--- config.mk ---
export PLATFORM = sky130hd
export DESIGN_NAME = pport_hsk
export DESIGN_NICKNAME = d
export VERILOG_FILES = /design/src/rtl/pport_pkg.sv /design/src/rtl/pport_ctrl.sv /design/src/rtl/pport_dpath.sv /design/src/rtl/pport_hsk.sv
export SDC_FILE = /design/constraint.sdc
export NUM_CORES = 1
export LEC_CHECK = 0
export BUFFER_PORTS_ARGS = -buffer_cell sky130_fd_sc_hd__buf_2
export CAP_MARGIN = 20
export CELL_PAD_IN_SITES_DETAIL_PLACEMENT = 1
export CELL_PAD_IN_SITES_GLOBAL_PLACEMENT = 1
export CORE_MARGIN = 4
export CORE_UTILIZATION = 41
export CTS_CLUSTER_SIZE = 8
export DETAILED_ROUTE_END_ITERATION = 12
export GPL_ROUTABILITY_DRIVEN = 0
export PLACE_DENSITY = 0.9
export SLEW_MARGIN = 15
export SYNTH_ARGS = -nofsm -noshare
export SYNTH_HDL_FRONTEND = slang
export SYNTH_SLANG_ARGS = --single-unit
--- constraint.sdc ---
create_clock -name clk -period 1.8 [get_ports clk]
set_input_delay 0.09 -clock clk [delete_from_list [all_inputs] [get_ports clk]]
set_output_delay 0.09 -clock clk [all_outputs]
set_load 0.1 [all_outputs]
--- src/rtl/pport_pkg.sv ---
package pport_pkg;

  localparam logic [1:0] ADDR_CFG   = 2'd0;
  localparam logic [1:0] ADDR_DATA  = 2'd1;
  localparam logic [1:0] ADDR_LATCH = 2'd2;
  localparam logic [1:0] ADDR_DIR   = 2'd3;

  typedef enum logic [1:0] {
    MODE_STATIC = 2'b00,
    MODE_IN     = 2'b01,
    MODE_OUT    = 2'b10,
    MODE_OUT3   = 2'b11
  } mode_e;

  typedef struct packed {
    logic capture;
    logic wrOut;
    logic wrDir;
    logic driveAll;
  } strobes_t;

endpackage

--- src/rtl/pport_ctrl.sv ---
module pport_ctrl
  import pport_pkg::*;
#(
  parameter int WIDTH       = 8,
  parameter int SYNC_STAGES = 2,
  parameter int PULSE_TICKS = 2
) (
  input  logic             clk,
  input  logic             rstN,
  input  logic             tick,
  input  logic             busSel,
  input  logic             busWr,
  input  logic [1:0]       busAddr,
  input  logic [4:0]       cfgWdata,
  input  logic             strobeIn,
  output strobes_t         strb,
  output logic [WIDTH-1:0] cfgView,
  output mode_e            modeNow,
  output logic             readyOut,
  output logic             irq
);
  localparam int CNT_W = $clog2(PULSE_TICKS + 1);
  localparam logic [CNT_W-1:0] PULSE_LOAD = CNT_W'(PULSE_TICKS);
  localparam logic [CNT_W-1:0] CNT_ONE = CNT_W'(1);

  // strobe synchronizer plus one extra stage for edge detection
  logic [SYNC_STAGES:0] syncQ;
  always_ff @(posedge clk or negedge rstN) begin
    if (!rstN) syncQ <= '0;
    else if (tick) syncQ <= {syncQ[SYNC_STAGES-1:0], strobeIn};
  end

  logic syncNow, syncPrev;
  assign syncNow  = syncQ[SYNC_STAGES-1];
  assign syncPrev = syncQ[SYNC_STAGES];

  // config and handshake state
  logic irqEn, edgeSel, pulseSel;
  mode_e mode;
  logic ready, flag, armed;
  logic [CNT_W-1:0] cnt;

  logic irqEnN, edgeSelN, pulseSelN;
  mode_e modeN;
  logic readyN, flagN, armedN;
  logic [CNT_W-1:0] cntN;

  logic cfgWr, cfgRd, datWr, latWr, latRd, dirWr;
  logic activeEdge, strobeAsserted;
  logic setFlag, clrFlag;

  assign cfgWr = busSel &  busWr & (busAddr == ADDR_CFG);
  assign cfgRd = busSel & ~busWr & (busAddr == ADDR_CFG);
  assign datWr = busSel &  busWr & (busAddr == ADDR_DATA);
  assign latWr = busSel &  busWr & (busAddr == ADDR_LATCH);
  assign latRd = busSel & ~busWr & (busAddr == ADDR_LATCH);
  assign dirWr = busSel &  busWr & (busAddr == ADDR_DIR);

  assign activeEdge     = tick & (edgeSel ? (syncNow & ~syncPrev) : (~syncNow & syncPrev));
  assign strobeAsserted = edgeSel ? ~syncNow : syncNow;

  always_comb begin
    irqEnN    = irqEn;
    edgeSelN  = edgeSel;
    pulseSelN = pulseSel;
    modeN     = mode;
    readyN    = ready;
    cntN      = cnt;
    flagN     = flag;
    armedN    = armed;
    setFlag   = 1'b0;
    clrFlag   = 1'b0;
    if (cfgWr) begin
      irqEnN    = cfgWdata[0];
      edgeSelN  = cfgWdata[1];
      pulseSelN = cfgWdata[2];
      modeN     = mode_e'(cfgWdata[4:3]);
      if (modeN != mode) begin
        readyN = 1'b0;
        cntN   = '0;
        flagN  = 1'b0;
        armedN = 1'b0;
      end
    end else begin
      if (cfgRd && flag) armedN = 1'b1;
      case (mode)
        MODE_IN: begin
          if (pulseSel && ready && tick && (cnt != '0)) begin
            cntN = cnt - CNT_ONE;
            if (cnt == CNT_ONE) readyN = 1'b0;
          end
          if (activeEdge) begin
            setFlag = 1'b1;
            if (!pulseSel) readyN = 1'b0;
          end
          if (latRd) begin
            readyN = 1'b1;
            cntN   = pulseSel ? PULSE_LOAD : '0;
            if (armed && flag) clrFlag = 1'b1;
          end
        end
        MODE_OUT, MODE_OUT3: begin
          if (activeEdge) begin
            readyN  = 1'b0;
            setFlag = 1'b1;
          end
          if (datWr || latWr) readyN = 1'b1;
          if (latWr && armed && flag) clrFlag = 1'b1;
        end
        default: begin
          readyN = 1'b0;
          cntN   = '0;
        end
      endcase
      if (clrFlag) begin
        flagN  = 1'b0;
        armedN = 1'b0;
      end
      if (setFlag) flagN = 1'b1;
    end
  end

  always_ff @(posedge clk or negedge rstN) begin
    if (!rstN) begin
      irqEn    <= 1'b0;
      edgeSel  <= 1'b0;
      pulseSel <= 1'b0;
      mode     <= MODE_STATIC;
      ready    <= 1'b0;
      cnt      <= '0;
      flag     <= 1'b0;
      armed    <= 1'b0;
    end else begin
      irqEn    <= irqEnN;
      edgeSel  <= edgeSelN;
      pulseSel <= pulseSelN;
      mode     <= modeN;
      ready    <= readyN;
      cnt      <= cntN;
      flag     <= flagN;
      armed    <= armedN;
    end
  end

  always_comb begin
    cfgView          = '0;
    cfgView[0]       = irqEn;
    cfgView[1]       = edgeSel;
    cfgView[2]       = pulseSel;
    cfgView[4:3]     = mode;
    cfgView[WIDTH-1] = flag;
  end

  assign strb.capture  = (mode == MODE_IN) & activeEdge;
  assign strb.wrOut    = datWr | latWr;
  assign strb.wrDir    = dirWr;
  assign strb.driveAll = (mode == MODE_OUT3) & strobeAsserted;

  assign modeNow  = mode;
  assign readyOut = ready;
  assign irq      = flag & irqEn;

endmodule

--- src/rtl/pport_dpath.sv ---
module pport_dpath
  import pport_pkg::*;
#(
  parameter int WIDTH = 8
) (
  input  logic             clk,
  input  logic             rstN,
  input  strobes_t         strb,
  input  logic [1:0]       busAddr,
  input  logic [WIDTH-1:0] busWdata,
  input  logic [WIDTH-1:0] padIn,
  input  logic [WIDTH-1:0] cfgView,
  output logic [WIDTH-1:0] busRdata,
  output logic [WIDTH-1:0] padOut,
  output logic [WIDTH-1:0] padOe
);
  logic [WIDTH-1:0] outReg, dirReg, latchReg, portView;

  always_ff @(posedge clk or negedge rstN) begin
    if (!rstN) begin
      outReg   <= '0;
      dirReg   <= '0;
      latchReg <= '0;
    end else begin
      if (strb.wrOut)   outReg   <= busWdata;
      if (strb.wrDir)   dirReg   <= busWdata;
      if (strb.capture) latchReg <= padIn;
    end
  end

  // per-bit view of the port: pin level for inputs, driver input for outputs
  for (genvar b = 0; b < WIDTH; b++) begin : g_bit
    assign portView[b] = dirReg[b] ? outReg[b] : padIn[b];
    assign padOe[b]    = strb.driveAll | dirReg[b];
  end

  always_comb begin
    case (busAddr)
      ADDR_CFG:   busRdata = cfgView;
      ADDR_DATA:  busRdata = portView;
      ADDR_LATCH: busRdata = latchReg;
      default:    busRdata = dirReg;
    endcase
  end

  assign padOut = outReg;

endmodule

--- src/rtl/pport_hsk.sv ---
module pport_hsk
  import pport_pkg::*;
#(
  parameter int WIDTH       = 8,
  parameter int SYNC_STAGES = 2,
  parameter int PULSE_TICKS = 2
) (
  input  logic             clk,
  input  logic             rstN,
  input  logic             tick,
  input  logic             busSel,
  input  logic             busWr,
  input  logic [1:0]       busAddr,
  input  logic [WIDTH-1:0] busWdata,
  output logic [WIDTH-1:0] busRdata,
  input  logic [WIDTH-1:0] padIn,
  output logic [WIDTH-1:0] padOut,
  output logic [WIDTH-1:0] padOe,
  input  logic             strobeIn,
  output logic             readyOut,
  output logic             irq
);
  strobes_t         strb;
  logic [WIDTH-1:0] cfgView;
  mode_e            modeNow;

  pport_ctrl #(
    .WIDTH(WIDTH), .SYNC_STAGES(SYNC_STAGES), .PULSE_TICKS(PULSE_TICKS)
  ) u_ctrl (
    .clk(clk), .rstN(rstN), .tick(tick),
    .busSel(busSel), .busWr(busWr), .busAddr(busAddr),
    .cfgWdata(busWdata[4:0]), .strobeIn(strobeIn),
    .strb(strb), .cfgView(cfgView), .modeNow(modeNow),
    .readyOut(readyOut), .irq(irq)
  );

  pport_dpath #(.WIDTH(WIDTH)) u_dpath (
    .clk(clk), .rstN(rstN), .strb(strb),
    .busAddr(busAddr), .busWdata(busWdata), .padIn(padIn),
    .cfgView(cfgView), .busRdata(busRdata),
    .padOut(padOut), .padOe(padOe)
  );

endmodule

* Word level (Yosys, flattened, before mapping)
Cells that the tools add are included.
** Word-level totals
- Register bits after elaboration :: 37
- Input bits :: 24
- Output and inout bits :: 26
** Cells by class
- $add $sub $neg :: 1
- Equal/unequal tests :: 12
- Mux-type cells :: 41
- Bitwise operators :: 26
- Reductions and logical operators :: 18
** Operators by type and width (count)
- $mux W1 :: 32
- $pmux W8 S3 :: 1
- $and A1 B1 Y1 :: 14
- $mux W2 :: 5
- $or A1 B1 Y1 :: 9
- $eq A2 B2 Y1 const B :: 4
- $ne A4 B1 Y1 const B :: 2
- $logic_and A1 B1 Y1 :: 7
- $eq A2 B1 Y1 const B :: 3
- $reduce_and A2 Y1 :: 3
- $reduce_bool A3 Y1 :: 2
- $pmux W1 S2 :: 2
- $pmux W2 S2 :: 1
- $not A1 Y1 :: 3
- $reduce_and A3 Y1 :: 1
- $reduce_or A3 Y1 :: 1
- $logic_not A2 Y1 :: 1
- $ne A2 B1 Y1 const B :: 1
- $ne A2 B2 Y1 :: 1
- $ne A2 B2 Y1 const B :: 1
- $reduce_bool A2 Y1 :: 1
- $reduce_or A2 Y1 :: 1
- $sub A2 B1 Y2 const B :: 1
- $logic_or A1 B1 Y1 :: 1

* Depth between registers and ports, before layout
Gate-level depths: netlist of run 1.
- Depth in word-level cells :: 10
- Depth in mapped cells :: 7
- Depth with buffers taken out :: 7

* Cells and area by module
From an unflattened synthesis of run 1, not the netlist that was laid out.
** Unflattened totals
- Cell total of the unflattened synthesis :: 224
- Area, all modules :: 2213.4 µm²
** Modules (own cells, without submodules)
- pport_dpath :: instances 1, cells an instance 124, area an instance 1330.0 µm², seq. area each 600.6 µm²
- pport_ctrl :: instances 1, cells an instance 100, area an instance 883.3 µm², seq. area each 325.3 µm²

* Least setup slack after synthesis of run 1
OpenSTA, ideal clock, no wires.
- Kind :: flip-flop to output port
- From :: reg u_dpath.outReg[5] (netlist: u_dpath.padOut[5])
- To :: out busRdata[5]
- Arrival :: 3284 ps
- Data required time :: 1710 ps
- Setup slack :: -1574 ps
- Cell stages (with the launch flop) :: 4
- Cells stage by stage :: dfrtp_1 > o21a_1 > a21oi_1 > o21ai_0
** On the way
- Word-level cells in the longest chain between the ends :: 2
** Ends and longest elaborated chain
- start, declared :: RTL line pport_dpath.sv:17 : logic [WIDTH-1:0] outReg, dirReg, latchReg, portView;
- start signal, assigned :: RTL line pport_dpath.sv:25 : if (strb.wrOut) outReg <= busWdata;
- $mux W1 :: RTL line pport_dpath.sv:33 : assign portView[b] = dirReg[b] ? outReg[b] : padIn[b];
- $pmux W8 S3 :: RTL line pport_dpath.sv:38 : case (busAddr)
- end, declared :: RTL line pport_hsk.sv:15 : output logic [WIDTH-1:0] busRdata,
Every way passes these cells.

* Worst setup path in the final report of run 1
- From :: reg u_dpath.dirReg[3]
- To :: out busRdata[3]
** On the way
- Word-level cells in the longest chain between the ends :: 2
** Ends and longest elaborated chain
- start, declared :: RTL line pport_dpath.sv:17
- start signal, assigned :: RTL line pport_dpath.sv:26 : if (strb.wrDir) dirReg <= busWdata;
- $mux W1 :: RTL line pport_dpath.sv:33
- $pmux W8 S3 * :: RTL line pport_dpath.sv:38
Mark *: on every way between the ends. The rest lies on a longest branch, timed or not.

==> flow_summary.html, run 1 <==
<table>
<tr><th>Metric</th><th>Value</th></tr>
<tr><th colspan="2">Clocking</th></tr>
<tr><td>Maximum clock path buffer count</td><td>2</td></tr>
<tr><td>Number of clock sinks</td><td>37</td></tr>
<tr><td>Latest clock arrival within the worst-skew pair</td><td>0.30 ns</td></tr>
<tr><td>Clock input transition at the sequential cells of the worst setup and hold paths</td><td>0.07 ns</td></tr>
<tr><td>Number of levels the H-tree was split into</td><td>2</td></tr>
<tr><td>Total clock buffers created by CTS</td><td>5</td></tr>
<tr><td>Clock tree from TritonCTS</td><td>yes</td></tr>
<tr><td>Clock Tree Root</td><td>sky130_fd_sc_hd__clkbuf_8</td></tr>
<tr><th colspan="2">Drt</th></tr>
<tr><td>Vias</td><td>1792</td></tr>
<tr><td>Final wirelength</td><td>6.35 mm</td></tr>
<tr><td>Number of violations reported at the end of detailed-routing iteration 0</td><td>56</td></tr>
<tr><td>Number of remaining DRC errors</td><td>0</td></tr>
<tr><td>Remaining number of nets flagged by the antenna check after routing</td><td>0</td></tr>
<tr><td>WL/cell</td><td>19.6 microns</td></tr>
<tr><td>Mean number of vias per cell</td><td>5.53</td></tr>
<tr><td>Detailed-router iteration count before antenna repair</td><td>5</td></tr>
<tr><th colspan="2">Synth</th></tr>
<tr><td>Synthesis warning total</td><td>0</td></tr>
<tr><td>Top cells by area in the synthesized netlist</td><td>sky130_fd_sc_hd__dfrtp_1 (44%), sky130_fd_sc_hd__mux2_2 (17%), sky130_fd_sc_hd__nand2_1 (3.7%), sky130_fd_sc_hd__or2_2 (2.4%), sky130_fd_sc_hd__a21oi_1 (2.1%)</td></tr>
<tr><td>Most frequent cell after synthesis</td><td>sky130_fd_sc_hd__dfrtp_1</td></tr>
<tr><td>Avg Synthesized Cell Area</td><td>10.8 sq um</td></tr>
<tr><td>Share of Yosys cell area claimed by the top area cell type</td><td>43.8%</td></tr>
<tr><td>Xor/xnor share of the synthesized area</td><td>1.66%</td></tr>
<tr><td>Syn Inst Count</td><td>195</td></tr>
<tr><td>Number of synthesized flops with an enable pin</td><td>0</td></tr>
<tr><td>Main synth FF type</td><td>sky130_fd_sc_hd__dfrtp_1</td></tr>
<tr><td>Number of library cell types mapped by synthesis</td><td>46</td></tr>
<tr><td>Post-synthesis net count</td><td>221</td></tr>
<tr><td>Main combinational cell family by area after synthesis</td><td>multiplexers</td></tr>
<tr><td>Arithmetic-cell share of the synthesized area counting full adders, half adders and majority gates</td><td>1.18%</td></tr>
<tr><td>Post-synthesis instance area</td><td>between 2000 and 2500 sq um</td></tr>
<tr><td>Ranking of synthesized cells by instance count</td><td>sky130_fd_sc_hd__dfrtp_1 (37), sky130_fd_sc_hd__mux2_2 (31), sky130_fd_sc_hd__nand2_1 (21)</td></tr>
<tr><td>Multiplexer fraction of the synthesized cell area</td><td>between 10% and 20%</td></tr>
<tr><td>Async SR Flop Fraction</td><td>100%</td></tr>
<tr><td>Seq/Total Area, Yosys</td><td>between 40% and 50%</td></tr>
<tr><td>Number of register bits inferred by synthesis</td><td>37</td></tr>
<tr><td>Dominant cell type by area after synthesis</td><td>sky130_fd_sc_hd__dfrtp_1</td></tr>
<tr><td>Synth Area in Compound Gates</td><td>between 10% and 20%</td></tr>
<tr><td>Area fraction in and, or, nand and nor cells after synthesis</td><td>16.3%</td></tr>
<tr><th colspan="2">Setup path</th></tr>
<tr><td>Kind of critical path</td><td>register to output pin</td></tr>
<tr><td>Critical Path Start</td><td>u_dpath.dirReg[3]</td></tr>
<tr><td>Endpoint type of the worst setup path</td><td>output pin</td></tr>
<tr><td>Reg2Reg Depth</td><td>5</td></tr>
<tr><td>Setup crit start kind</td><td>register</td></tr>
<tr><td>Max stage delay on crit path</td><td>0.51 ns</td></tr>
<tr><td>Setup slack of the worst register-to-register path</td><td>0.08 ns</td></tr>
<tr><td>Worst-path fanout max</td><td>2</td></tr>
<tr><td>Family with the most delay on the worst path</td><td>multiplexers</td></tr>
<tr><td>Required time of the critical path</td><td>1.71 ns</td></tr>
<tr><td>CP max stage cell</td><td>sky130_fd_sc_hd__mux4_2</td></tr>
<tr><td>Source of the worst register-to-register timing path</td><td>u_ctrl.edgeSel</td></tr>
<tr><td>Buf/Inv on CP</td><td>1</td></tr>
<tr><td>CP arrival</td><td>1.71 ns</td></tr>
<tr><td>FF-to-FF End</td><td>u_dpath.latchReg[4]</td></tr>
<tr><td>Sequence of cells on the critical path</td><td>mux2_4 &gt; mux4_2 &gt; buf_12</td></tr>
<tr><th colspan="2">GRT</th></tr>
<tr><td>Initial antenna violation count</td><td>0</td></tr>
<tr><td>Largest net degree at the start of global routing</td><td>25</td></tr>
<tr><td>Number of global-route vias before repair</td><td>1955</td></tr>
<tr><td>First-pass GRT wire length</td><td>10.4 mm</td></tr>
<tr><td>GRT overflow</td><td>0</td></tr>
<tr><td>Total global-route track usage</td><td>21.4%</td></tr>
<tr><th colspan="2">Cells and area</th></tr>
<tr><td>Final-stage net count</td><td>approximately 280</td></tr>
<tr><td>Layout overhead on the synthesized area</td><td>35.0%</td></tr>
<tr><td>Diode count</td><td>0</td></tr>
<tr><td>Layout cell share with drive strength beyond 1</td><td>51.8%</td></tr>
<tr><td>Finished Core Util</td><td>around three fifths</td></tr>
<tr><th colspan="2">Power</th></tr>
<tr><td>Power density cells</td><td>1500 nW/um^2</td></tr>
<tr><td>Leakage Power</td><td>roughly 1.3 nW</td></tr>
<tr><td>Largest voltage drop on the vdd net</td><td>between 0.9 and 1 mV</td></tr>
<tr><td>Design Power</td><td>~0.0043 W</td></tr>
<tr><th colspan="2">Run</th></tr>
<tr><td>Max capacitance violation total</td><td>0</td></tr>
<tr><th colspan="2">Timing</th></tr>
<tr><td>Min Clock Period, post-route</td><td>1.80 ns</td></tr>
<tr><td>Slew at the pin closest to its max-slew limit</td><td>~0.57 ns</td></tr>
<tr><td>Fin worst setup slack</td><td>0.00191 ns</td></tr>
<tr><td>Tightest slew margin relative to the limit</td><td>between 60% and 70%</td></tr>
<tr><td>Peak clock frequency supported by timing</td><td>556 MHz</td></tr>
<tr><td>Unrepaired setup endpoints after global routing</td><td>true</td></tr>
<tr><td>Clock Skew</td><td>between 0.004 and 0.005 ns</td></tr>
<tr><td>Final Hold Viols</td><td>0</td></tr>
<tr><td>Portion of the clock cycle consumed by the worst path in the final layout</td><td>99.9%</td></tr>
<tr><td>Total of endpoints with negative setup slack in the final report</td><td>0</td></tr>
<tr><td>Final-report max-slew violation count</td><td>0</td></tr>
<tr><th colspan="2">Worst hold path</th></tr>
<tr><td>Classification of the worst-slack hold path</td><td>primary input to register</td></tr>
<tr><td>Cell count of the worst hold path</td><td>2</td></tr>
<tr><td>Hold Path Sink</td><td>u_ctrl.syncQ[0]</td></tr>
<tr><td>Hold_sp</td><td>strobeIn</td></tr>
<tr><th colspan="2">Floorplanning</th></tr>
<tr><td>Row count</td><td>25</td></tr>
<tr><td>Horizontal die dimension</td><td>79.8 microns</td></tr>
<tr><td>Total Die Area</td><td>6360 sq um</td></tr>
<tr><td>I/O pin count</td><td>50</td></tr>
<tr><td>Std-Cell Core Area</td><td>a little under 5000 sq um</td></tr>
<tr><td>Die extent in y</td><td>79.8 microns</td></tr>
<tr><td>Effective utilization at floorplan</td><td>43.6%</td></tr>
<tr><th colspan="2">Place</th></tr>
<tr><td>HPWL after DPL</td><td>slightly below 5 mm</td></tr>
<tr><td>Number of input and output port buffers inserted</td><td>49</td></tr>
<tr><td>Worst slack after detailed placement</td><td>between 0.1 and 0.15 ns</td></tr>
<tr><th colspan="2">Run status</th></tr>
<tr><td>Result of the run</td><td>finished clean</td></tr>
</table>
-- layout by cell type (no fill, tap or decap), types with 2 or more instances in the layout --
master                     synthesis  layout
sky130_fd_sc_hd__buf_2             2      35
sky130_fd_sc_hd__dfrtp_1          37      31
sky130_fd_sc_hd__mux2_2           31      30
sky130_fd_sc_hd__nand2_1          21      19
sky130_fd_sc_hd__buf_12            0      14
sky130_fd_sc_hd__buf_4             0      12
sky130_fd_sc_hd__nor2_1            9       8
sky130_fd_sc_hd__a21oi_1           9       8
sky130_fd_sc_hd__or2_2             8       8
sky130_fd_sc_hd__o21ai_0           9       7
sky130_fd_sc_hd__inv_1             7       6
sky130_fd_sc_hd__o211ai_1          6       6
sky130_fd_sc_hd__dfrtp_2           0       6
sky130_fd_sc_hd__nor2b_1           5       5
sky130_fd_sc_hd__clkbuf_8          0       5
sky130_fd_sc_hd__nand3_1           4       4
sky130_fd_sc_hd__nor3b_1           3       3
sky130_fd_sc_hd__o21ai_4           0       2
sky130_fd_sc_hd__nand2b_1          2       2
sky130_fd_sc_hd__nor2_2            1       2
sky130_fd_sc_hd__mux2_4            1       2
sky130_fd_sc_hd__mux4_2            2       2
sky130_fd_sc_hd__nand2_2           0       2
sky130_fd_sc_hd__and2_1            2       2
sky130_fd_sc_hd__xor2_1            2       2
sky130_fd_sc_hd__xnor2_1           2       2
sky130_fd_sc_hd__nand4b_1          2       2
sky130_fd_sc_hd__ha_1              2       2
sky130_fd_sc_hd__clkinv_2          0       2
-- worst max-delay path by stage --
stage,endpoint,cells past startpoint
floorplan,busRdata[1],6
global placement,busRdata[3],3
detailed placement,u_dpath.dirReg[2],4
CTS,busRdata[3],3
global route,busRdata[3],3
finish,busRdata[3],3
-- what timing repair did --
action	CTS	global route
resized for setup	8	4
setup endpoints to repair	11	3
hold endpoints to repair	22	0
hold buffers	1	0
pin swaps	0	0
buffers inserted	2	1
-- sequential cells by signal, indices dropped and copies added (netlist names) --
name              flops
u_ctrl.syncQ          3
u_ctrl.pulseSel       1
u_ctrl.readyOut       1
u_ctrl.armed          1
u_ctrl.modeNow        2
u_ctrl.cnt            2
u_ctrl.edgeSel        1
u_dpath.padOut        8
u_ctrl.irqEn          1
u_dpath.dirReg        8
u_dpath.latchReg      8
u_ctrl.flag           1
-- cells by family after synthesis --
kind of cell / after synthesis
multiplexers: 35
AO/OA/AOI/OAI: 37
buffers and inverters: 16
AND/OR/NAND/NOR: 64
flip-flops: 37
XOR/XNOR: 4
adder cells (fa/ha/maj): 2
-- routing by layer --
metal | vias up | wire length [microns] | global-route usage, %
li1 | 812 | - | -
met1 | 928 | 2520 | 25.3
met2 | 44 | 3450 | 38.5
met3 | 8 | 299 | 5.19
met4 | 0 | 75 | 6.25
met5 | - | 0 | 0
-- area by class of cell --
type	instances	area [sq um]
Inverter	7	31.3
Clock buffer	5	68.8
Multi-Input combinational cell	142	1150
Sequential cell	37	933
Fill cell	526	2000
Tap cell	67	83.8
Clock inverter	3	17.5
Timing Repair Buffer	63	567
-- per-stage QoR --
step	hold WS, ns	instance area [sq um]	instances	setup TNS [ns]
3_3_place_gp	0.101	2690	312	0
4_1_cts	0.0137	2830	323	0
3_5_place_dp	0.103	2690	312	0
5_1_grt	0.0223	2850	324	-0.0289
6_report	0.0258	2850	324	0
2_1_floorplan	-0.206	2200	195	-0.884
-- power by group --
| part | total [W] | switching, W | internal (W) |
|---|---|---|---|
| sequential | 0.00127 | 0.000196 | 0.00107 |
| combinational | 0.00241 | 0.00160 | 0.000812 |
| clock | 0.000584 | 0.000316 | 0.000267 |
| total | 0.00426 | 0.00211 | 0.00215 |
Power figures use the tool's default switching activity.
==> run 2, diff against run 1 <==
--- a/config.mk
+++ b/config.mk
@@ -15,6 +15,7 @@
 export DETAILED_ROUTE_END_ITERATION = 12
 export GPL_ROUTABILITY_DRIVEN = 0
 export PLACE_DENSITY = 0.9
+export SETUP_SLACK_MARGIN = 0.02
 export SLEW_MARGIN = 15
 export SYNTH_ARGS = -nofsm -noshare
 export SYNTH_HDL_FRONTEND = slang
==> run 2 against run 1 <==
The flow now finishes with violations (setup timing). Critical path depth is the same. Maximum frequency down 0.29%. Largest cell class unchanged. Global-route usage unchanged. First-iteration DRC count is 18% higher. Cell area up 0.26%. Critical endpoint unchanged. Final cell count is 0.31% higher. Via count up 1.8%. Sequential share of layout area shrank 0.086 points. Count of clock-buffer cells in the layout unchanged. Combinational power barely moved. Clock power barely moved. Setup slack worse by 0.0052 ns.
==> flow_summary.html, run 2 (same netlist as run 1, synthesis figures left out) <==
<table>
<tr><th>Metric</th><th>Value</th></tr>
<tr><th colspan="2">Drt</th></tr>
<tr><td>Remaining number of nets flagged by the antenna check after routing</td><td>0</td></tr>
<tr><td>Number of remaining DRC errors</td><td>0</td></tr>
<tr><td>WL/cell</td><td>20.3 microns</td></tr>
<tr><td>Final wirelength</td><td>approximately 6.6 mm</td></tr>
<tr><td>Number of violations reported at the end of detailed-routing iteration 0</td><td>66</td></tr>
<tr><td>Detailed-router iteration count before antenna repair</td><td>4</td></tr>
<tr><td>Mean number of vias per cell</td><td>5.61</td></tr>
<tr><td>Vias</td><td>1824</td></tr>
<tr><th colspan="2">Power</th></tr>
<tr><td>Design Power</td><td>0.00428 W</td></tr>
<tr><td>Switch share</td><td>49.6%</td></tr>
<tr><td>Power Internal</td><td>0.00216 W</td></tr>
<tr><td>Sequential Power Share</td><td>between 20% and 30%</td></tr>
<tr><td>Largest voltage drop on the vdd net</td><td>0.972 mV</td></tr>
<tr><td>Leakage Power</td><td>between 1 and 1.5 nW</td></tr>
<tr><td>Portion of total power attributed to combinational logic</td><td>56.6%</td></tr>
<tr><td>Clock network power share</td><td>13.7%</td></tr>
<tr><td>Power density cells</td><td>1500 nW/um^2</td></tr>
<tr><td>Switching power</td><td>between 0.002 and 0.0025 W</td></tr>
<tr><th colspan="2">Worst hold path</th></tr>
<tr><td>Classification of the worst-slack hold path</td><td>primary input to register</td></tr>
<tr><td>Hold_sp</td><td>strobeIn</td></tr>
<tr><th colspan="2">Cells and area</th></tr>
<tr><td>Layout overhead on the synthesized area</td><td>35.4%</td></tr>
<tr><td>Final-stage net count</td><td>283</td></tr>
<tr><td>Filler Cell Count</td><td>525</td></tr>
<tr><td>Diode count</td><td>0</td></tr>
<tr><td>Most frequent cells in the layout</td><td>sky130_fd_sc_hd__buf_2 (35), sky130_fd_sc_hd__dfrtp_1 (31), sky130_fd_sc_hd__mux2_2 (30)</td></tr>
<tr><td>Layout cell share with drive strength beyond 1</td><td>51.9%</td></tr>
<tr><td>Most common cell after layout, fill and taps aside</td><td>sky130_fd_sc_hd__buf_2</td></tr>
<tr><th colspan="2">Timing</th></tr>
<tr><td>Setup_tns</td><td>-0.00328 ns</td></tr>
<tr><td>Fin worst setup slack</td><td>-0.00328 ns</td></tr>
<tr><td>Min Clock Period, post-route</td><td>1.80 ns</td></tr>
<tr><td>Total of endpoints with negative setup slack in the final report</td><td>1</td></tr>
<tr><td>Unrepaired setup endpoints after global routing</td><td>true</td></tr>
<tr><td>Portion of the clock cycle consumed by the worst path in the final layout</td><td>100%</td></tr>
<tr><td>Slew at the pin closest to its max-slew limit</td><td>0.554 ns</td></tr>
<tr><td>Final Hold Viols</td><td>0</td></tr>
<tr><td>Clock Skew</td><td>about 0.0045 ns</td></tr>
<tr><td>Peak clock frequency supported by timing</td><td>555 MHz</td></tr>
<tr><td>Tightest slew margin relative to the limit</td><td>62.9%</td></tr>
<tr><td>Final-report max-slew violation count</td><td>0</td></tr>
<tr><td>Final hold slack</td><td>0.0250 ns</td></tr>
<tr><th colspan="2">Run status</th></tr>
<tr><td>Result of the run</td><td>finished with violations</td></tr>
<tr><td>Violated checks</td><td>setup timing</td></tr>
<tr><th colspan="2">Place</th></tr>
<tr><td>Worst slack after detailed placement</td><td>0.148 ns</td></tr>
<tr><td>Number of input and output port buffers inserted</td><td>49</td></tr>
<tr><td>HPWL after DPL</td><td>4.87 mm</td></tr>
<tr><th colspan="2">Clocking</th></tr>
<tr><td>Clock input transition at the sequential cells of the worst setup and hold paths</td><td>0.08 ns</td></tr>
<tr><td>Total clock buffers created by CTS</td><td>5</td></tr>
<tr><td>Clock Tree Root</td><td>sky130_fd_sc_hd__clkbuf_8</td></tr>
<tr><td>Latest clock arrival within the worst-skew pair</td><td>~0.3 ns</td></tr>
<tr><td>Number of levels the H-tree was split into</td><td>2</td></tr>
<tr><td>Maximum clock path buffer count</td><td>2</td></tr>
<tr><td>Number of clock sinks</td><td>37</td></tr>
<tr><td>Clock tree from TritonCTS</td><td>yes</td></tr>
<tr><th colspan="2">Setup path</th></tr>
<tr><td>Required time of the critical path</td><td>approximately 1.7 ns</td></tr>
<tr><td>CP arrival</td><td>1.71 ns</td></tr>
<tr><td>Worst-path fanout max</td><td>2</td></tr>
<tr><td>Setup crit start kind</td><td>register</td></tr>
<tr><td>Source of the worst register-to-register timing path</td><td>u_ctrl.edgeSel</td></tr>
<tr><td>Kind of critical path</td><td>register to output pin</td></tr>
<tr><td>Endpoint type of the worst setup path</td><td>output pin</td></tr>
<tr><td>Critical Path Start</td><td>u_dpath.dirReg[3]</td></tr>
<tr><th colspan="2">Floorplanning</th></tr>
<tr><td>I/O pin count</td><td>50</td></tr>
<tr><td>Total Die Area</td><td>~6400 sq um</td></tr>
<tr><td>Row count</td><td>25</td></tr>
<tr><td>Std-Cell Core Area</td><td>4850 sq um</td></tr>
<tr><td>Horizontal die dimension</td><td>79.8 microns</td></tr>
<tr><td>Effective utilization at floorplan</td><td>43.6%</td></tr>
<tr><td>Die extent in y</td><td>roughly 80 microns</td></tr>
<tr><th colspan="2">GRT</th></tr>
<tr><td>Largest net degree at the start of global routing</td><td>25</td></tr>
<tr><td>Initial antenna violation count</td><td>0</td></tr>
<tr><td>Total global-route track usage</td><td>a little over a fifth</td></tr>
<tr><td>First-pass GRT wire length</td><td>10.4 mm</td></tr>
<tr><td>GRT overflow</td><td>0</td></tr>
<tr><td>Number of global-route vias before repair</td><td>1955</td></tr>
<tr><th colspan="2">Run</th></tr>
<tr><td>Max capacitance violation total</td><td>0</td></tr>
</table>
run 2: power by group through the flow:
| stage | Clock, W | Combinational (W) | Sequential, W |
|---|---|---|---|
| 6_report | 0.000585 | 0.00242 | 0.00128 |
| 5_1_grt | 0.000632 | 0.00252 | 0.00131 |
| 4_1_cts | 0.000601 | 0.00239 | 0.00127 |
| 3_5_place_dp | 0 | 0.00233 | 0.00129 |
| 3_3_place_gp | 0 | 0.00226 | 0.00127 |
| 2_1_floorplan | 0 | 0.00143 | 0.00153 |
run 2: final cells by class:
cell class	instances	area, sq um	share of cell area (%)
Sequential cell	37	933	32.6
Clock buffer	5	68.8	2.41
Clock inverter	3	17.5	0.613
Tap cell	67	83.8	2.93
Inverter	7	31.3	1.09
Multi-Input combinational cell	142	1150	40.2
Timing Repair Buffer	64	574	20.1
run 2: stage by stage:
| step | area, sq um | utilization [%] | cells |
|---|---|---|---|
| 2_1_floorplan | 2200 | - | 195 |
| 3_3_place_gp | 2690 | 55.5 | 312 |
| 3_5_place_dp | 2690 | 55.5 | 312 |
| 4_1_cts | 2830 | 58.3 | 323 |
| 5_1_grt | 2860 | 59.0 | 325 |
| 6_report | 2860 | 59.0 | 325 |
run 2: final timing paths:
path                       slack (ns)                   to  cells after the start
hold reg to reg                  0.51      u_ctrl.syncQ[0]                      1
setup / recovery               -0.003          busRdata[3]                      3
min in group asynchronous        0.31    u_dpath.padOut[2]                      2
setup reg to reg                 0.06  u_dpath.latchReg[4]                      5
hold / removal                   0.02      u_ctrl.syncQ[0]                      2
max in group asynchronous        0.95      u_ctrl.readyOut                      3
run 2: metal layers:
metal	GRT usage [%]	part of all wire, %	vias to the layer above
met5	0	0	-
met4	6.25	1.6	0
met3	5.19	4.5	10
met2	38.5	54	42
met1	25.3	40	957
li1	-	-	815
run 2: worst max-delay path, stage by stage, from the launching register on:
cell and delay [ns]:
sky130_fd_sc_hd__dfrtp_1 0.41, sky130_fd_sc_hd__mux2_4 0.30, sky130_fd_sc_hd__mux4_2 0.51, sky130_fd_sc_hd__buf_12 0.19
run 2: repair_timing:
| action | CTS | global route |
|---|---|---|
| resized for setup | 8 | 4 |
| pin swaps | 0 | 0 |
| endpoints found under the hold margin | 22 | 0 |
| hold buffers | 1 | 0 |
| setup endpoints to repair | 11 | 5 |
| buffers inserted | 2 | 2 |
==> run 3, diff against run 2 <==
--- a/config.mk
+++ b/config.mk
@@ -9,12 +9,12 @@
 export CAP_MARGIN = 20
 export CELL_PAD_IN_SITES_DETAIL_PLACEMENT = 1
 export CELL_PAD_IN_SITES_GLOBAL_PLACEMENT = 1
-export CORE_MARGIN = 4
-export CORE_UTILIZATION = 41
+export CORE_MARGIN = 3
+export CORE_UTILIZATION = 40
 export CTS_CLUSTER_SIZE = 8
 export DETAILED_ROUTE_END_ITERATION = 12
 export GPL_ROUTABILITY_DRIVEN = 0
-export PLACE_DENSITY = 0.9
+export PLACE_DENSITY = 0.88
 export SETUP_SLACK_MARGIN = 0.02
 export SLEW_MARGIN = 15
 export SYNTH_ARGS = -nofsm -noshare
==> run 3 against run 2 <==
The run still ends with setup timing left. Critical path depth is the same. Flip-flop and latch count did not move. Utilization down 0.29 points. Cell area up 0.79%. Die area down 2.8%. Count of clock-buffer cells in the layout unchanged. Setup slack improved by 0.0012 ns. Via count shrank 0.11%. Power rose by 0.99%. Routed wire length grew 1.3%. Worst hold slack barely moved. Critical endpoint unchanged. Highest routed layer unchanged.
==> flow_summary.html, run 3 (same netlist as run 1, synthesis figures left out) <==
<table>
<tr><th>Metric</th><th>Value</th></tr>
<tr><th colspan="2">Setup path</th></tr>
<tr><td>Worst-path fanout max</td><td>2</td></tr>
<tr><td>CP arrival</td><td>1.71 ns</td></tr>
<tr><td>Setup slack of the worst register-to-register path</td><td>0.15 ns</td></tr>
<tr><td>Source of the worst register-to-register timing path</td><td>u_ctrl.modeNow[0]</td></tr>
<tr><td>Endpoint type of the worst setup path</td><td>output pin</td></tr>
<tr><td>Reg2Reg Depth</td><td>4</td></tr>
<tr><td>FF-to-FF End</td><td>u_ctrl.readyOut</td></tr>
<tr><td>Setup crit start kind</td><td>register</td></tr>
<tr><td>Kind of critical path</td><td>register to output pin</td></tr>
<tr><td>Required time of the critical path</td><td>roughly 1.7 ns</td></tr>
<tr><th colspan="2">Drt</th></tr>
<tr><td>Number of remaining DRC errors</td><td>0</td></tr>
<tr><td>Number of violations reported at the end of detailed-routing iteration 0</td><td>94</td></tr>
<tr><td>Remaining number of nets flagged by the antenna check after routing</td><td>0</td></tr>
<tr><td>Final wirelength</td><td>6.69 mm</td></tr>
<tr><td>WL/cell</td><td>slightly above 20 microns</td></tr>
<tr><td>Vias</td><td>approximately 1800</td></tr>
<tr><td>Mean number of vias per cell</td><td>5.59</td></tr>
<tr><td>Detailed-router iteration count before antenna repair</td><td>4</td></tr>
<tr><th colspan="2">GRT</th></tr>
<tr><td>Total global-route track usage</td><td>23.1%</td></tr>
<tr><td>GRT overflow</td><td>0</td></tr>
<tr><td>Largest net degree at the start of global routing</td><td>20</td></tr>
<tr><td>Number of global-route vias before repair</td><td>2090</td></tr>
<tr><td>First-pass GRT wire length</td><td>10.9 mm</td></tr>
<tr><td>Initial antenna violation count</td><td>0</td></tr>
<tr><th colspan="2">Worst hold path</th></tr>
<tr><td>Classification of the worst-slack hold path</td><td>primary input to register</td></tr>
<tr><td>Hold Path Sink</td><td>u_ctrl.syncQ[0]</td></tr>
<tr><td>Hold_sp</td><td>strobeIn</td></tr>
<tr><td>Cell count of the worst hold path</td><td>2</td></tr>
<tr><th colspan="2">Floorplanning</th></tr>
<tr><td>Row count</td><td>25</td></tr>
<tr><td>Die extent in y</td><td>78.7 microns</td></tr>
<tr><td>Horizontal die dimension</td><td>78.7 microns</td></tr>
<tr><td>Effective utilization at floorplan</td><td>43.0%</td></tr>
<tr><td>Std-Cell Core Area</td><td>4910 sq um</td></tr>
<tr><td>Total Die Area</td><td>6190 sq um</td></tr>
<tr><td>I/O pin count</td><td>50</td></tr>
<tr><th colspan="2">Clocking</th></tr>
<tr><td>Clock Tree Root</td><td>sky130_fd_sc_hd__clkbuf_8</td></tr>
<tr><td>Number of clock sinks</td><td>37</td></tr>
<tr><td>Clock tree from TritonCTS</td><td>yes</td></tr>
<tr><td>Latest clock arrival within the worst-skew pair</td><td>0.29 ns</td></tr>
<tr><td>Number of levels the H-tree was split into</td><td>2</td></tr>
<tr><td>Total clock buffers created by CTS</td><td>5</td></tr>
<tr><td>Maximum clock path buffer count</td><td>2</td></tr>
<tr><td>Clock input transition at the sequential cells of the worst setup and hold paths</td><td>0.08 ns</td></tr>
<tr><th colspan="2">Run status</th></tr>
<tr><td>Result of the run</td><td>finished with violations</td></tr>
<tr><td>Violated checks</td><td>setup timing</td></tr>
<tr><th colspan="2">Timing</th></tr>
<tr><td>Final hold slack</td><td>0.0245 ns</td></tr>
<tr><td>Clock Skew</td><td>0.0104 ns</td></tr>
<tr><td>Portion of the clock cycle consumed by the worst path in the final layout</td><td>100%</td></tr>
<tr><td>Final Hold Viols</td><td>0</td></tr>
<tr><td>Slew at the pin closest to its max-slew limit</td><td>0.496 ns</td></tr>
<tr><td>Peak clock frequency supported by timing</td><td>555 MHz</td></tr>
<tr><td>Final-report max-slew violation count</td><td>0</td></tr>
<tr><td>Fin worst setup slack</td><td>-0.00211 ns</td></tr>
<tr><td>Min Clock Period, post-route</td><td>1.80 ns</td></tr>
<tr><td>Tightest slew margin relative to the limit</td><td>67.2%</td></tr>
<tr><td>Unrepaired setup endpoints after global routing</td><td>true</td></tr>
<tr><td>Total of endpoints with negative setup slack in the final report</td><td>1</td></tr>
<tr><th colspan="2">Cells and area</th></tr>
<tr><td>Most frequent cells in the layout</td><td>sky130_fd_sc_hd__buf_2 (35), sky130_fd_sc_hd__mux2_2 (29), sky130_fd_sc_hd__dfrtp_1 (29)</td></tr>
<tr><td>Layout overhead on the synthesized area</td><td>36.4%</td></tr>
<tr><td>Final-stage net count</td><td>approximately 280</td></tr>
<tr><td>Finished Core Util</td><td>about three fifths</td></tr>
<tr><td>Layout cell share with drive strength beyond 1</td><td>53.7%</td></tr>
<tr><td>Diode count</td><td>0</td></tr>
<tr><td>Final std cell area, no fill</td><td>2880 sq um</td></tr>
<tr><td>Most common cell after layout, fill and taps aside</td><td>sky130_fd_sc_hd__buf_2</td></tr>
<tr><th colspan="2">Place</th></tr>
<tr><td>Area after detailed placement</td><td>2690 sq um</td></tr>
<tr><td>Number of input and output port buffers inserted</td><td>49</td></tr>
<tr><td>HPWL after DPL</td><td>4.76 mm</td></tr>
<tr><th colspan="2">Power</th></tr>
<tr><td>Design Power</td><td>0.00433 W</td></tr>
<tr><td>Largest voltage drop on the vdd net</td><td>0.851 mV</td></tr>
<tr><td>Leakage Power</td><td>1.30 nW</td></tr>
<tr><td>Power density cells</td><td>around 1500 nW/um^2</td></tr>
<tr><th colspan="2">Run</th></tr>
<tr><td>Max capacitance violation total</td><td>0</td></tr>
</table>
[run 3: stage by stage]
stage	instances	setup TNS, ns	setup WS [ns]
2_1_floorplan	195	-0.884	-0.282
3_3_place_gp	313	0	0.207
6_report	326	-0.00211	-0.00211
5_1_grt	326	-0.0386	-0.0273
3_5_place_dp	313	0	0.0790
4_1_cts	325	-0.00209	-0.00209
[run 3: area by class of cell]
class                   count  area [sq um]
multi-input cells         142          1160
well taps                  67          83.8
repair buffers             65           578
inverters                   7          31.3
flip-flops and latches     37           936
clock buffers               5          68.8
fillers                   541          2030
clock inverters             3          21.3
[run 3: worst max path at each step]
stage / slack, ns / startpoint / to / depth (start not counted)
after floorplan: -0.28 / busAddr[0] / busRdata[1] / 6
after global placement: 0.21 / u_ctrl.edgeSel / u_dpath.latchReg[4] / 5
after detailed placement: 0.08 / u_ctrl.edgeSel / u_dpath.latchReg[4] / 5
after CTS: -0.002 / u_dpath.dirReg[3] / busRdata[3] / 3
after global routing: -0.03 / u_dpath.dirReg[3] / busRdata[3] / 3
final: -0.002 / u_dpath.dirReg[3] / busRdata[3] / 3
[run 3: power by group]
group	switching (W)	leakage, nW	internal, W
clock	0.000319	0.0445	0.000275
sequential	0.000210	0.444	0.00108
combinational	0.00161	0.809	0.000837
total	0.00214	1.30	0.00219
[run 3: timing repair]
| action | 4_1_cts | 5_1_grt |
|---|---|---|
| setup buffers | 3 | 1 |
| hold buffers | 1 | 0 |
| hold endpoints to repair | 17 | 0 |
| setup endpoints to repair | 11 | 17 |
| resized for setup | 8 | 12 |
[run 3: metal layers]
metal / vias to the layer above / GRT usage (%) / wire length (microns)
met3: 15 / 4.82 / 361
met1: 913 / 25.3 / 2510
met2: 73 / 42.6 / 3640
li1: 821 / - / -
met5: - / 0 / 0
met4: 0 / 9.97 / 183
[run 3: worst max-delay path, stage by stage (launching register included)]
cell and delay [ns]:
sky130_fd_sc_hd__dfrtp_1 0.42, sky130_fd_sc_hd__mux2_4 0.30, sky130_fd_sc_hd__mux4_2 0.50, sky130_fd_sc_hd__buf_12 0.19
